`src/rtl/irqc_pkg.sv`:
```
package irqc_pkg;
   // word offsets inside one bank
   localparam logic [7:0] OFS_STATUS = 8'h00;
   localparam logic [7:0] OFS_RAW    = 8'h04;
   localparam logic [7:0] OFS_ENSET  = 8'h08;
   localparam logic [7:0] OFS_ENCLR  = 8'h0C;
   localparam logic [7:0] OFS_CUR    = 8'h20;
   localparam logic [7:0] OFS_ACK    = 8'h28;
   localparam logic [7:0] OFS_THR    = 8'h2C;
   // global words
   localparam logic [7:0] OFS_INVERT = 8'h00;
   localparam logic [7:0] OFS_STICKY = 8'h04;
   // address regions selected by addr[9:8]
   localparam logic [1:0] RGN_IRQ  = 2'd0;
   localparam logic [1:0] RGN_FIQ  = 2'd1;
   localparam logic [1:0] RGN_GLB  = 2'd2;
   localparam logic [1:0] RGN_PRIO = 2'd3;
endpackage

```
`src/rtl/irqc_capture.sv`:
```
module irqc_capture #(
   parameter int NSRC = 32
) (
   input  logic            clk,
   input  logic            rst_n,
   input  logic [NSRC-1:0] lvl_i,
   input  logic [NSRC-1:0] rise_i,
   input  logic [NSRC-1:0] sticky_i,
   input  logic            ack_i,
   output logic [NSRC-1:0] pend_o
);
   logic [NSRC-1:0] latch_q;

   // a new edge wins over a simultaneous acknowledge
   always_ff @(posedge clk or negedge rst_n) begin
      if (!rst_n) latch_q <= '0;
      else        latch_q <= (latch_q & ~{NSRC{ack_i}}) | (rise_i & sticky_i);
   end

   assign pend_o = (sticky_i & latch_q) | (~sticky_i & lvl_i);
endmodule

```
`src/rtl/irqc_arbiter.sv`:
```
module irqc_arbiter #(
   parameter int NSRC   = 32,
   parameter int PRIO_W = 4,
   localparam int IDW   = $clog2(NSRC)
) (
   input  logic [NSRC-1:0]        elig_i,
   input  logic [NSRC*PRIO_W-1:0] prio_i,
   output logic                   valid_o,
   output logic [IDW-1:0]         id_o
);
   logic [PRIO_W-1:0] best;

   // scan from the top index down; "<=" lets a lower index take a tie
   always_comb begin
      valid_o = 1'b0;
      id_o    = '0;
      best    = '1;
      for (int i = NSRC - 1; i >= 0; i--) begin
         if (elig_i[i] && (prio_i[i*PRIO_W +: PRIO_W] <= best)) begin
            best    = prio_i[i*PRIO_W +: PRIO_W];
            id_o    = IDW'(i);
            valid_o = 1'b1;
         end
      end
   end
endmodule

```
`src/rtl/irqc_bank.sv`:
```
module irqc_bank
   import irqc_pkg::*;
#(
   parameter int NSRC   = 32,
   parameter int PRIO_W = 4,
   parameter int DW     = 32,
   localparam int IDW   = $clog2(NSRC)
) (
   input  logic                   clk,
   input  logic                   rst_n,
   input  logic                   sel_i,
   input  logic                   wr_i,
   input  logic                   rd_i,
   input  logic [7:0]             ofs_i,
   input  logic [DW-1:0]          wdata_i,
   input  logic [NSRC-1:0]        lvl_i,
   input  logic [NSRC-1:0]        rise_i,
   input  logic [NSRC-1:0]        sticky_i,
   input  logic [NSRC*PRIO_W-1:0] prio_i,
   output logic [NSRC-1:0]        en_o,
   output logic [PRIO_W-1:0]      thr_o,
   output logic                   req_o,
   output logic [IDW-1:0]         id_o,
   output logic [DW-1:0]          rdata_o
);
   logic [NSRC-1:0] pend, accept, elig;
   logic            ack;

   assign ack = sel_i && rd_i && (ofs_i == OFS_ACK);

   always_ff @(posedge clk or negedge rst_n) begin
      if (!rst_n) begin
         en_o  <= '0;
         thr_o <= '1;
      end else if (sel_i && wr_i) begin
         case (ofs_i)
            OFS_ENSET: en_o  <= en_o | wdata_i[NSRC-1:0];
            OFS_ENCLR: en_o  <= en_o & ~wdata_i[NSRC-1:0];
            OFS_THR:   thr_o <= wdata_i[PRIO_W-1:0];
            default:   ;
         endcase
      end
   end

   irqc_capture #(.NSRC(NSRC)) i_capture (
      .clk      (clk),
      .rst_n    (rst_n),
      .lvl_i    (lvl_i),
      .rise_i   (rise_i),
      .sticky_i (sticky_i),
      .ack_i    (ack),
      .pend_o   (pend)
   );

   for (genvar i = 0; i < NSRC; i++) begin : g_thr
      assign accept[i] = prio_i[i*PRIO_W +: PRIO_W] <= thr_o;
   end

   assign elig = pend & en_o & accept;

   irqc_arbiter #(.NSRC(NSRC), .PRIO_W(PRIO_W)) i_arbiter (
      .elig_i  (elig),
      .prio_i  (prio_i),
      .valid_o (req_o),
      .id_o    (id_o)
   );

   always_comb begin
      case (ofs_i)
         OFS_STATUS: rdata_o = DW'(elig);
         OFS_RAW:    rdata_o = DW'(pend);
         OFS_ENSET:  rdata_o = DW'(en_o);
         OFS_CUR:    rdata_o = DW'(id_o);
         OFS_THR:    rdata_o = DW'(thr_o);
         default:    rdata_o = '0;
      endcase
   end
endmodule

```
`src/rtl/irqc_dual_bank.sv`:
```
module irqc_dual_bank
   import irqc_pkg::*;
#(
   parameter int NSRC        = 32,
   parameter int PRIO_W      = 4,
   parameter int DW          = 32,
   parameter int AW          = 10,
   parameter int SYNC_STAGES = 0
) (
   input  logic                    clk,
   input  logic                    rst_n,
   input  logic [NSRC-1:0]         src_i,
   input  logic                    bus_wr_i,
   input  logic                    bus_rd_i,
   input  logic [AW-1:0]           bus_addr_i,
   input  logic [DW-1:0]           bus_wdata_i,
   output logic [DW-1:0]           bus_rdata_o,
   output logic                    irq_o,
   output logic [$clog2(NSRC)-1:0] irq_id_o,
   output logic                    fiq_o,
   output logic [$clog2(NSRC)-1:0] fiq_id_o
);
   localparam int IDW   = $clog2(NSRC);
   localparam int NBANK = 2;

   if (NSRC < 2 || NSRC > DW || NSRC > 64) begin : g_bad_nsrc
      $error("NSRC must lie in 2..min(DW,64)");
   end
   if (AW != 10) begin : g_bad_aw
      $error("AW must be 10");
   end
   if (PRIO_W < 1 || PRIO_W > DW) begin : g_bad_prio
      $error("PRIO_W out of range");
   end

   logic [1:0]             region;
   logic [7:0]             ofs;
   logic [NSRC-1:0]        src_s, lvl, lvl_q, rise;
   logic [NSRC-1:0]        inv_q, sticky_q;
   logic [PRIO_W-1:0]      prio_q [NSRC];
   logic [NSRC*PRIO_W-1:0] prio_flat;
   logic [NSRC-1:0]        bank_en  [NBANK];
   logic [PRIO_W-1:0]      bank_thr [NBANK];
   logic                   bank_req [NBANK];
   logic [IDW-1:0]         bank_id  [NBANK];
   logic [DW-1:0]          bank_rd  [NBANK];
   logic [DW-1:0]          rd_mux;

   assign region = bus_addr_i[9:8];
   assign ofs    = bus_addr_i[7:0];

   // optional input synchroniser
   if (SYNC_STAGES == 0) begin : g_nosync
      assign src_s = src_i;
   end else begin : g_sync
      logic [NSRC-1:0] sync_q [SYNC_STAGES];
      always_ff @(posedge clk or negedge rst_n) begin
         if (!rst_n) begin
            for (int s = 0; s < SYNC_STAGES; s++) sync_q[s] <= '0;
         end else begin
            sync_q[0] <= src_i;
            for (int s = 1; s < SYNC_STAGES; s++) sync_q[s] <= sync_q[s-1];
         end
      end
      assign src_s = sync_q[SYNC_STAGES-1];
   end

   // a set invert-select bit passes the input unchanged
   assign lvl  = src_s ^ ~inv_q;
   assign rise = lvl & ~lvl_q;

   always_ff @(posedge clk or negedge rst_n) begin
      if (!rst_n) begin
         lvl_q    <= '0;
         inv_q    <= '1;
         sticky_q <= '0;
      end else begin
         lvl_q <= lvl;
         if (bus_wr_i && region == RGN_GLB && ofs == OFS_INVERT) inv_q    <= bus_wdata_i[NSRC-1:0];
         if (bus_wr_i && region == RGN_GLB && ofs == OFS_STICKY) sticky_q <= bus_wdata_i[NSRC-1:0];
      end
   end

   for (genvar i = 0; i < NSRC; i++) begin : g_prio
      always_ff @(posedge clk or negedge rst_n) begin
         if (!rst_n) prio_q[i] <= '0;
         else if (bus_wr_i && region == RGN_PRIO && ofs[7:2] == 6'(i))
            prio_q[i] <= bus_wdata_i[PRIO_W-1:0];
      end
      assign prio_flat[i*PRIO_W +: PRIO_W] = prio_q[i];
   end

   for (genvar b = 0; b < NBANK; b++) begin : g_bank
      irqc_bank #(.NSRC(NSRC), .PRIO_W(PRIO_W), .DW(DW)) i_bank (
         .clk      (clk),
         .rst_n    (rst_n),
         .sel_i    (region == 2'(b)),
         .wr_i     (bus_wr_i),
         .rd_i     (bus_rd_i),
         .ofs_i    (ofs),
         .wdata_i  (bus_wdata_i),
         .lvl_i    (lvl),
         .rise_i   (rise),
         .sticky_i (sticky_q),
         .prio_i   (prio_flat),
         .en_o     (bank_en[b]),
         .thr_o    (bank_thr[b]),
         .req_o    (bank_req[b]),
         .id_o     (bank_id[b]),
         .rdata_o  (bank_rd[b])
      );
   end

   assign irq_o    = bank_req[0];
   assign irq_id_o = bank_id[0];
   assign fiq_o    = bank_req[1];
   assign fiq_id_o = bank_id[1];

   always_comb begin
      rd_mux = '0;
      case (region)
         RGN_IRQ: rd_mux = bank_rd[0];
         RGN_FIQ: rd_mux = bank_rd[1];
         RGN_GLB: begin
            if (ofs == OFS_INVERT) rd_mux = DW'(inv_q);
            if (ofs == OFS_STICKY) rd_mux = DW'(sticky_q);
         end
         default: begin
            for (int i = 0; i < NSRC; i++)
               if (ofs[7:2] == 6'(i)) rd_mux = DW'(prio_q[i]);
         end
      endcase
   end

   always_ff @(posedge clk or negedge rst_n) begin
      if (!rst_n)        bus_rdata_o <= '0;
      else if (bus_rd_i) bus_rdata_o <= rd_mux;
   end
endmodule

```
`config.mk`:
```
export PLATFORM = sky130hd
export DESIGN_NAME = irqc_dual_bank
export DESIGN_NICKNAME = d
export VERILOG_FILES = /design/src/rtl/irqc_pkg.sv /design/src/rtl/irqc_capture.sv /design/src/rtl/irqc_arbiter.sv /design/src/rtl/irqc_bank.sv /design/src/rtl/irqc_dual_bank.sv
export SDC_FILE = /design/constraint.sdc
export NUM_CORES = 2
export LEC_CHECK = 0
export BUFFER_PORTS_ARGS = -buffer_cell sky130_fd_sc_hd__buf_2
export CAP_MARGIN = 20
export CORE_ASPECT_RATIO = 2
export CORE_UTILIZATION = 45
export CTS_CLUSTER_SIZE = 25
export DETAILED_ROUTE_END_ITERATION = 8
export HOLD_SLACK_MARGIN = 0.03
export SYNTH_ARGS = -nofsm -noshare
export SYNTH_HDL_FRONTEND = slang
export SYNTH_SLANG_ARGS = --single-unit
```
`constraint.sdc`:
```
create_clock -name clk -period 146.3 [get_ports clk]
set_input_delay 7.315 -clock clk [delete_from_list [all_inputs] [get_ports clk]]
set_output_delay 7.315 -clock clk [all_outputs]
set_load 0.05 [all_outputs]
```
==> impl_results.html <==
<table>
<tr><th>Metric</th><th>Value</th></tr>
<tr><th colspan="2">Worst setup path</th></tr>
<tr><td>Setup CP Type</td><td>in2out</td></tr>
<tr><td>Source of the worst register-to-register timing path</td><td>g_bank[1].i_bank.thr_o[1]</td></tr>
<tr><td>Max stage delay on crit path</td><td>660 ps</td></tr>
<tr><td>Most used cell, CP</td><td>sky130_fd_sc_hd__a21oi_1</td></tr>
<tr><td>Number of cell instances on the worst register-to-register path</td><td>274</td></tr>
<tr><td>Worst Setup End Kind</td><td>primary output</td></tr>
<tr><td>Largest fanout on the critical path</td><td>15</td></tr>
<tr><td>Startpoint type of the worst setup path</td><td>input pin</td></tr>
<tr><td>Required time of the critical path</td><td>~140000 ps</td></tr>
<tr><td>Crit path DAT</td><td>62550 ps</td></tr>
<tr><td>Terminus of the critical flop-to-flop path</td><td>bus_rdata_o[2]</td></tr>
<tr><td>Cell with the largest stage delay on the worst path</td><td>sky130_fd_sc_hd__mux2i_1</td></tr>
<tr><td>Slack of the worst reg-to-reg path</td><td>~90000 ps</td></tr>
<tr><th colspan="2">Clock tree</th></tr>
<tr><td>Number of resized instances in the post-cts repair step</td><td>0</td></tr>
<tr><td>Number of buffers between clock root and the deepest sink</td><td>3</td></tr>
<tr><td>CTS Buf Count</td><td>39</td></tr>
<tr><td>TritonCTS clock tree</td><td>yes</td></tr>
<tr><td>Clk pin slew, worst setup/hold paths</td><td>60 ps</td></tr>
<tr><td>Post-CTS setup buffer count</td><td>0</td></tr>
<tr><td>Hold-fix buffers, CTS</td><td>0</td></tr>
<tr><td>Skew-Pair Late Insertion Delay</td><td>just over 600 ps</td></tr>
<tr><td>H-tree lvl count</td><td>2</td></tr>
<tr><td>Clock root buffer</td><td>sky130_fd_sc_hd__clkbuf_16</td></tr>
<tr><td>Number of sinks handled by clock tree synthesis</td><td>slightly below 400</td></tr>
<tr><th colspan="2">Synth</th></tr>
<tr><td>Main combinational cell family by area after synthesis</td><td>compound AO/OA/AOI/OAI gates</td></tr>
<tr><td>Gate count after technology mapping</td><td>slightly below 4000</td></tr>
<tr><td>Post-synthesis simple-gate area fraction</td><td>0.150</td></tr>
<tr><td>Area fraction in compound gates after synthesis</td><td>0.249</td></tr>
<tr><td>Post-synthesis net count</td><td>4456</td></tr>
<tr><td>Number of distinct library cell variants in the gate-level netlist after synthesis</td><td>roughly 120</td></tr>
<tr><td>Share of synthesized registers carrying an async set or reset</td><td>1.00</td></tr>
<tr><td>Arithmetic-cell share of the synthesized area counting full adders, half adders and majority gates</td><td>0.171</td></tr>
<tr><td>Sequential fraction of the synthesis area</td><td>0.282</td></tr>
<tr><td>Post-synthesis mux area share</td><td>0.0989</td></tr>
<tr><td>Number of storage elements in the synthesis netlist</td><td>392</td></tr>
<tr><td>Top FF cell, synth</td><td>sky130_fd_sc_hd__dfrtp_1</td></tr>
<tr><td>Xor/xnor cell area share of the yosys netlist</td><td>0.00999</td></tr>
<tr><td>Post-synthesis average cell area</td><td>8.94 um^2</td></tr>
<tr><td>Yosys warning count</td><td>0</td></tr>
<tr><td>Syn Std Cell Area</td><td>34900 um^2</td></tr>
<tr><td>Number of enable flip-flop cells after synthesis</td><td>0</td></tr>
<tr><th colspan="2">Placed design</th></tr>
<tr><td>Post-place instance area</td><td>~37000 um^2</td></tr>
<tr><td>Pre-CTS setup slack</td><td>around 77000 ps</td></tr>
<tr><td>Weighted congestion at the end of routability-driven global placement</td><td>just over 1</td></tr>
<tr><td>PortBufs</td><td>about 120</td></tr>
<tr><td>HPWL Detailed</td><td>a little over 100000 um</td></tr>
<tr><th colspan="2">Final layout</th></tr>
<tr><td>Nets</td><td>roughly 4500</td></tr>
<tr><td>Growth of design area from synthesis to finish</td><td>9.17%</td></tr>
<tr><td>Utilization after layout</td><td>0.496</td></tr>
<tr><td>Share of layout cells above drive strength 1</td><td>0.152</td></tr>
<tr><td>Final cell area excluding filler cells</td><td>~38000 um^2</td></tr>
<tr><th colspan="2">Timing</th></tr>
<tr><td>Tightest Pin Transition</td><td>around 1100 ps</td></tr>
<tr><td>Maximum clock frequency</td><td>between 10 and 15 MHz</td></tr>
<tr><td>Setup Skew</td><td>30.8 ps</td></tr>
<tr><td>Setup TNS Final</td><td>0 ps</td></tr>
<tr><td>Relative slew margins</td><td>0.227</td></tr>
<tr><td>Final setup vio count</td><td>0</td></tr>
<tr><td>RSZ-0062 raised after global routing</td><td>false</td></tr>
<tr><td>Final hold violation count</td><td>0</td></tr>
<tr><td>Count of pins over their slew limit</td><td>0</td></tr>
<tr><td>Crit path time final</td><td>between 60000 and 70000 ps</td></tr>
<tr><td>Share of the clock period used by the worst path after layout</td><td>0.478</td></tr>
<tr><td>Setup WS post-layout</td><td>around 76000 ps</td></tr>
<tr><th colspan="2">Detailed routing</th></tr>
<tr><td>Post-detailed-route DRC marker count</td><td>0</td></tr>
<tr><td>Final ANT Viol Nets</td><td>0</td></tr>
<tr><td>Via density</td><td>about 6.4</td></tr>
<tr><td>Via total after detailed routing</td><td>32322</td></tr>
<tr><td>WL per Instance</td><td>around 26 um</td></tr>
<tr><td>Final routed wirelength across all metal layers</td><td>between 100000 and 150000 um</td></tr>
<tr><td>Initial DRC Count</td><td>between 2000 and 2500</td></tr>
<tr><td>Pre-Repair DR Iteration Count</td><td>8</td></tr>
<tr><th colspan="2">Power and ir drop</th></tr>
<tr><td>IR drop worst, VDD</td><td>0.0107 mV</td></tr>
<tr><td>Power Dens Cells</td><td>~8.4 nW/um^2</td></tr>
<tr><td>Leakage</td><td>19.3 nW</td></tr>
<tr><th colspan="2">Min path</th></tr>
<tr><td>Instance count along the most critical hold path</td><td>1</td></tr>
<tr><td>Endpoint, Worst Hold</td><td>g_bank[1].i_bank.i_capture.latch_q[10]</td></tr>
<tr><td>Path category of the worst min-delay check</td><td>reg2reg</td></tr>
<tr><td>Hold_sp</td><td>g_bank[1].i_bank.i_capture.latch_q[10]</td></tr>
<tr><th colspan="2">Die</th></tr>
<tr><td>Effective utilization at floorplan</td><td>0.454</td></tr>
<tr><td>I/O Pins</td><td>around 120</td></tr>
<tr><td>Total number of placement rows</td><td>144</td></tr>
<tr><td>Die area</td><td>just under 80000 um^2</td></tr>
<tr><td>Core ar.</td><td>a little under 80000 um^2</td></tr>
<tr><td>Vertical die dimension</td><td>396 um</td></tr>
<tr><td>Die width</td><td>between 150 and 200 um</td></tr>
<tr><th colspan="2">GRT</th></tr>
<tr><td>Global Route Usage Sum</td><td>0.336</td></tr>
<tr><td>Wire length of the first global-routing pass</td><td>roughly 200000 um</td></tr>
<tr><td>Pin count of the biggest net entering global routing</td><td>between 70 and 80</td></tr>
<tr><td>Via count of the first global-routing pass</td><td>32549</td></tr>
<tr><td>Initial antenna violation count</td><td>13</td></tr>
<tr><td>Overall overflow remaining after global route</td><td>0</td></tr>
<tr><th colspan="2">Run</th></tr>
<tr><td>Count of max-cap constraint violations</td><td>0</td></tr>
<tr><th colspan="2">Status</th></tr>
<tr><td>Result of the run</td><td>completed</td></tr>
</table>
[cells in the mapped netlist (9+ instances only)]
cell | count | area, um^2
sky130_fd_sc_hd__ha_1 | 470 | 5880
sky130_fd_sc_hd__dfrtp_1 | 352 | 8810
sky130_fd_sc_hd__a21oi_1 | 334 | 1670
sky130_fd_sc_hd__nor2_1 | 268 | 1010
sky130_fd_sc_hd__nand2_1 | 258 | 968
sky130_fd_sc_hd__mux2_2 | 256 | 2880
sky130_fd_sc_hd__inv_1 | 238 | 893
sky130_fd_sc_hd__o21ai_0 | 224 | 1120
sky130_fd_sc_hd__a21o_1 | 142 | 1070
sky130_fd_sc_hd__clkbuf_1 | 111 | 417
sky130_fd_sc_hd__nor2b_1 | 107 | 669
sky130_fd_sc_hd__nand2b_1 | 104 | 651
sky130_fd_sc_hd__a31oi_1 | 87 | 544
sky130_fd_sc_hd__nand3_1 | 77 | 385
sky130_fd_sc_hd__a22oi_1 | 75 | 563
sky130_fd_sc_hd__a41o_1 | 58 | 581
sky130_fd_sc_hd__mux2i_1 | 53 | 531
sky130_fd_sc_hd__nor3_1 | 44 | 220
sky130_fd_sc_hd__o22ai_1 | 42 | 263
sky130_fd_sc_hd__dfstp_2 | 40 | 1050
sky130_fd_sc_hd__a222oi_1 | 38 | 380
sky130_fd_sc_hd__a41oi_1 | 37 | 324
sky130_fd_sc_hd__nor3b_1 | 34 | 255
sky130_fd_sc_hd__xor2_1 | 32 | 280
sky130_fd_sc_hd__and2_1 | 30 | 188
sky130_fd_sc_hd__nand4_1 | 30 | 188
sky130_fd_sc_hd__a22o_1 | 24 | 210
sky130_fd_sc_hd__or2_2 | 22 | 138
sky130_fd_sc_hd__and3_1 | 20 | 125
sky130_fd_sc_hd__o21a_1 | 19 | 143
sky130_fd_sc_hd__or3_1 | 14 | 87.6
sky130_fd_sc_hd__o211ai_1 | 13 | 97.6
sky130_fd_sc_hd__o21ai_1 | 13 | 65.1
sky130_fd_sc_hd__a211oi_1 | 12 | 90.1
sky130_fd_sc_hd__a221oi_1 | 12 | 105
sky130_fd_sc_hd__o211a_1 | 11 | 110
sky130_fd_sc_hd__nor4_1 | 10 | 62.6
sky130_fd_sc_hd__a32oi_1 | 9 | 78.8
sky130_fd_sc_hd__o31a_1 | 9 | 78.8
[report_power, final]
group,internal (mW),leakage (nW),total [mW],switching [mW]
sequential,0.114,5.04,0.123,0.00856
combinational,0.0339,13.6,0.0873,0.0534
clock,0.0625,0.638,0.110,0.0478
total,0.210,19.3,0.320,0.110
[placed cells by master, fill, tap and decap left out, types with 87 or more instances in the layout]
cell and n:
sky130_fd_sc_hd__ha_1 470, sky130_fd_sc_hd__dfrtp_1 352, sky130_fd_sc_hd__nand2_1 258, sky130_fd_sc_hd__buf_2 119, sky130_fd_sc_hd__nand2b_1 104, sky130_fd_sc_hd__inv_1 238
sky130_fd_sc_hd__a31oi_1 87, sky130_fd_sc_hd__a21oi_1 334, sky130_fd_sc_hd__nor2_1 268, sky130_fd_sc_hd__mux2_2 256, sky130_fd_sc_hd__a21o_1 142, sky130_fd_sc_hd__nor2b_1 106
sky130_fd_sc_hd__o21ai_0 224
[worst max-delay path, delay by kind of cell]
kind | cells | cell delay [ps]
AOI/OAI and AO/OA | 116 | 20870
xor gates and xnor gates | 1 | 190
adders and majority gates | 37 | 10770
buffers and inverters | 17 | 1530
muxes | 20 | 8140
and+or+nand+nor | 81 | 13650
[kinds of logic (layout without fill, tap and decap cells)]
logic type | Yosys count | in the layout
compound gates | 1275 | 1275
xor+xnor | 39 | 39
fa+ha+maj | 478 | 478
buf+inv | 363 | 482
flops | 392 | 392
mux | 312 | 312
other cells | 0 | 4
simple gates | 1049 | 1049
[routing by layer]
metal / routed length (um) / global-route usage / up-vias / part of all wire
li1: - / - / 14895 / -
met1: 45300 / 0.340 / 15658 / 0.34
met2: 66800 / 0.599 / 1194 / 0.51
met3: 7670 / 0.0590 / 559 / 0.058
met4: 12200 / 0.265 / 16 / 0.092
met5: 102 / 0 / - / 0.00077
[area by class of cell]
cell class                      count  area, um^2
Antenna cell                        4        10.0
Clock buffer                       59        1130
Clock inverter                     11         193
Fill cell                        7533       38800
Inverter                          238         893
Multi-Input combinational cell   3153       23800
Sequential cell                   392        9860
Tap cell                         1022        1280
Timing Repair Buffer              174        1020
[how the worst max path moves through the flow]
stage	start	endpoint	slack, ps	depth (start not counted)
after detailed placement	src_i[31]	fiq_id_o[4]	77200	272
after global placement	src_i[31]	fiq_id_o[4]	78300	268
final	src_i[31]	fiq_id_o[4]	76440	272
after global routing	src_i[31]	fiq_id_o[4]	72060	277
after floorplan	src_i[31]	fiq_id_o[4]	83760	274
after CTS	src_i[31]	fiq_id_o[4]	77040	272
[metrics by stage]
stage | std cells | power, mW | hold slack, ps
after floorplan | 3908 | 0.181 | 450
after global placement | 4979 | 0.209 | 459
after detailed placement | 4979 | 0.211 | 465
final | 5053 | 0.320 | 477
after global routing | 5050 | 0.335 | 490
after CTS | 5049 | 0.321 | 480
No activity file was read; power rests on OpenSTA's default activity.
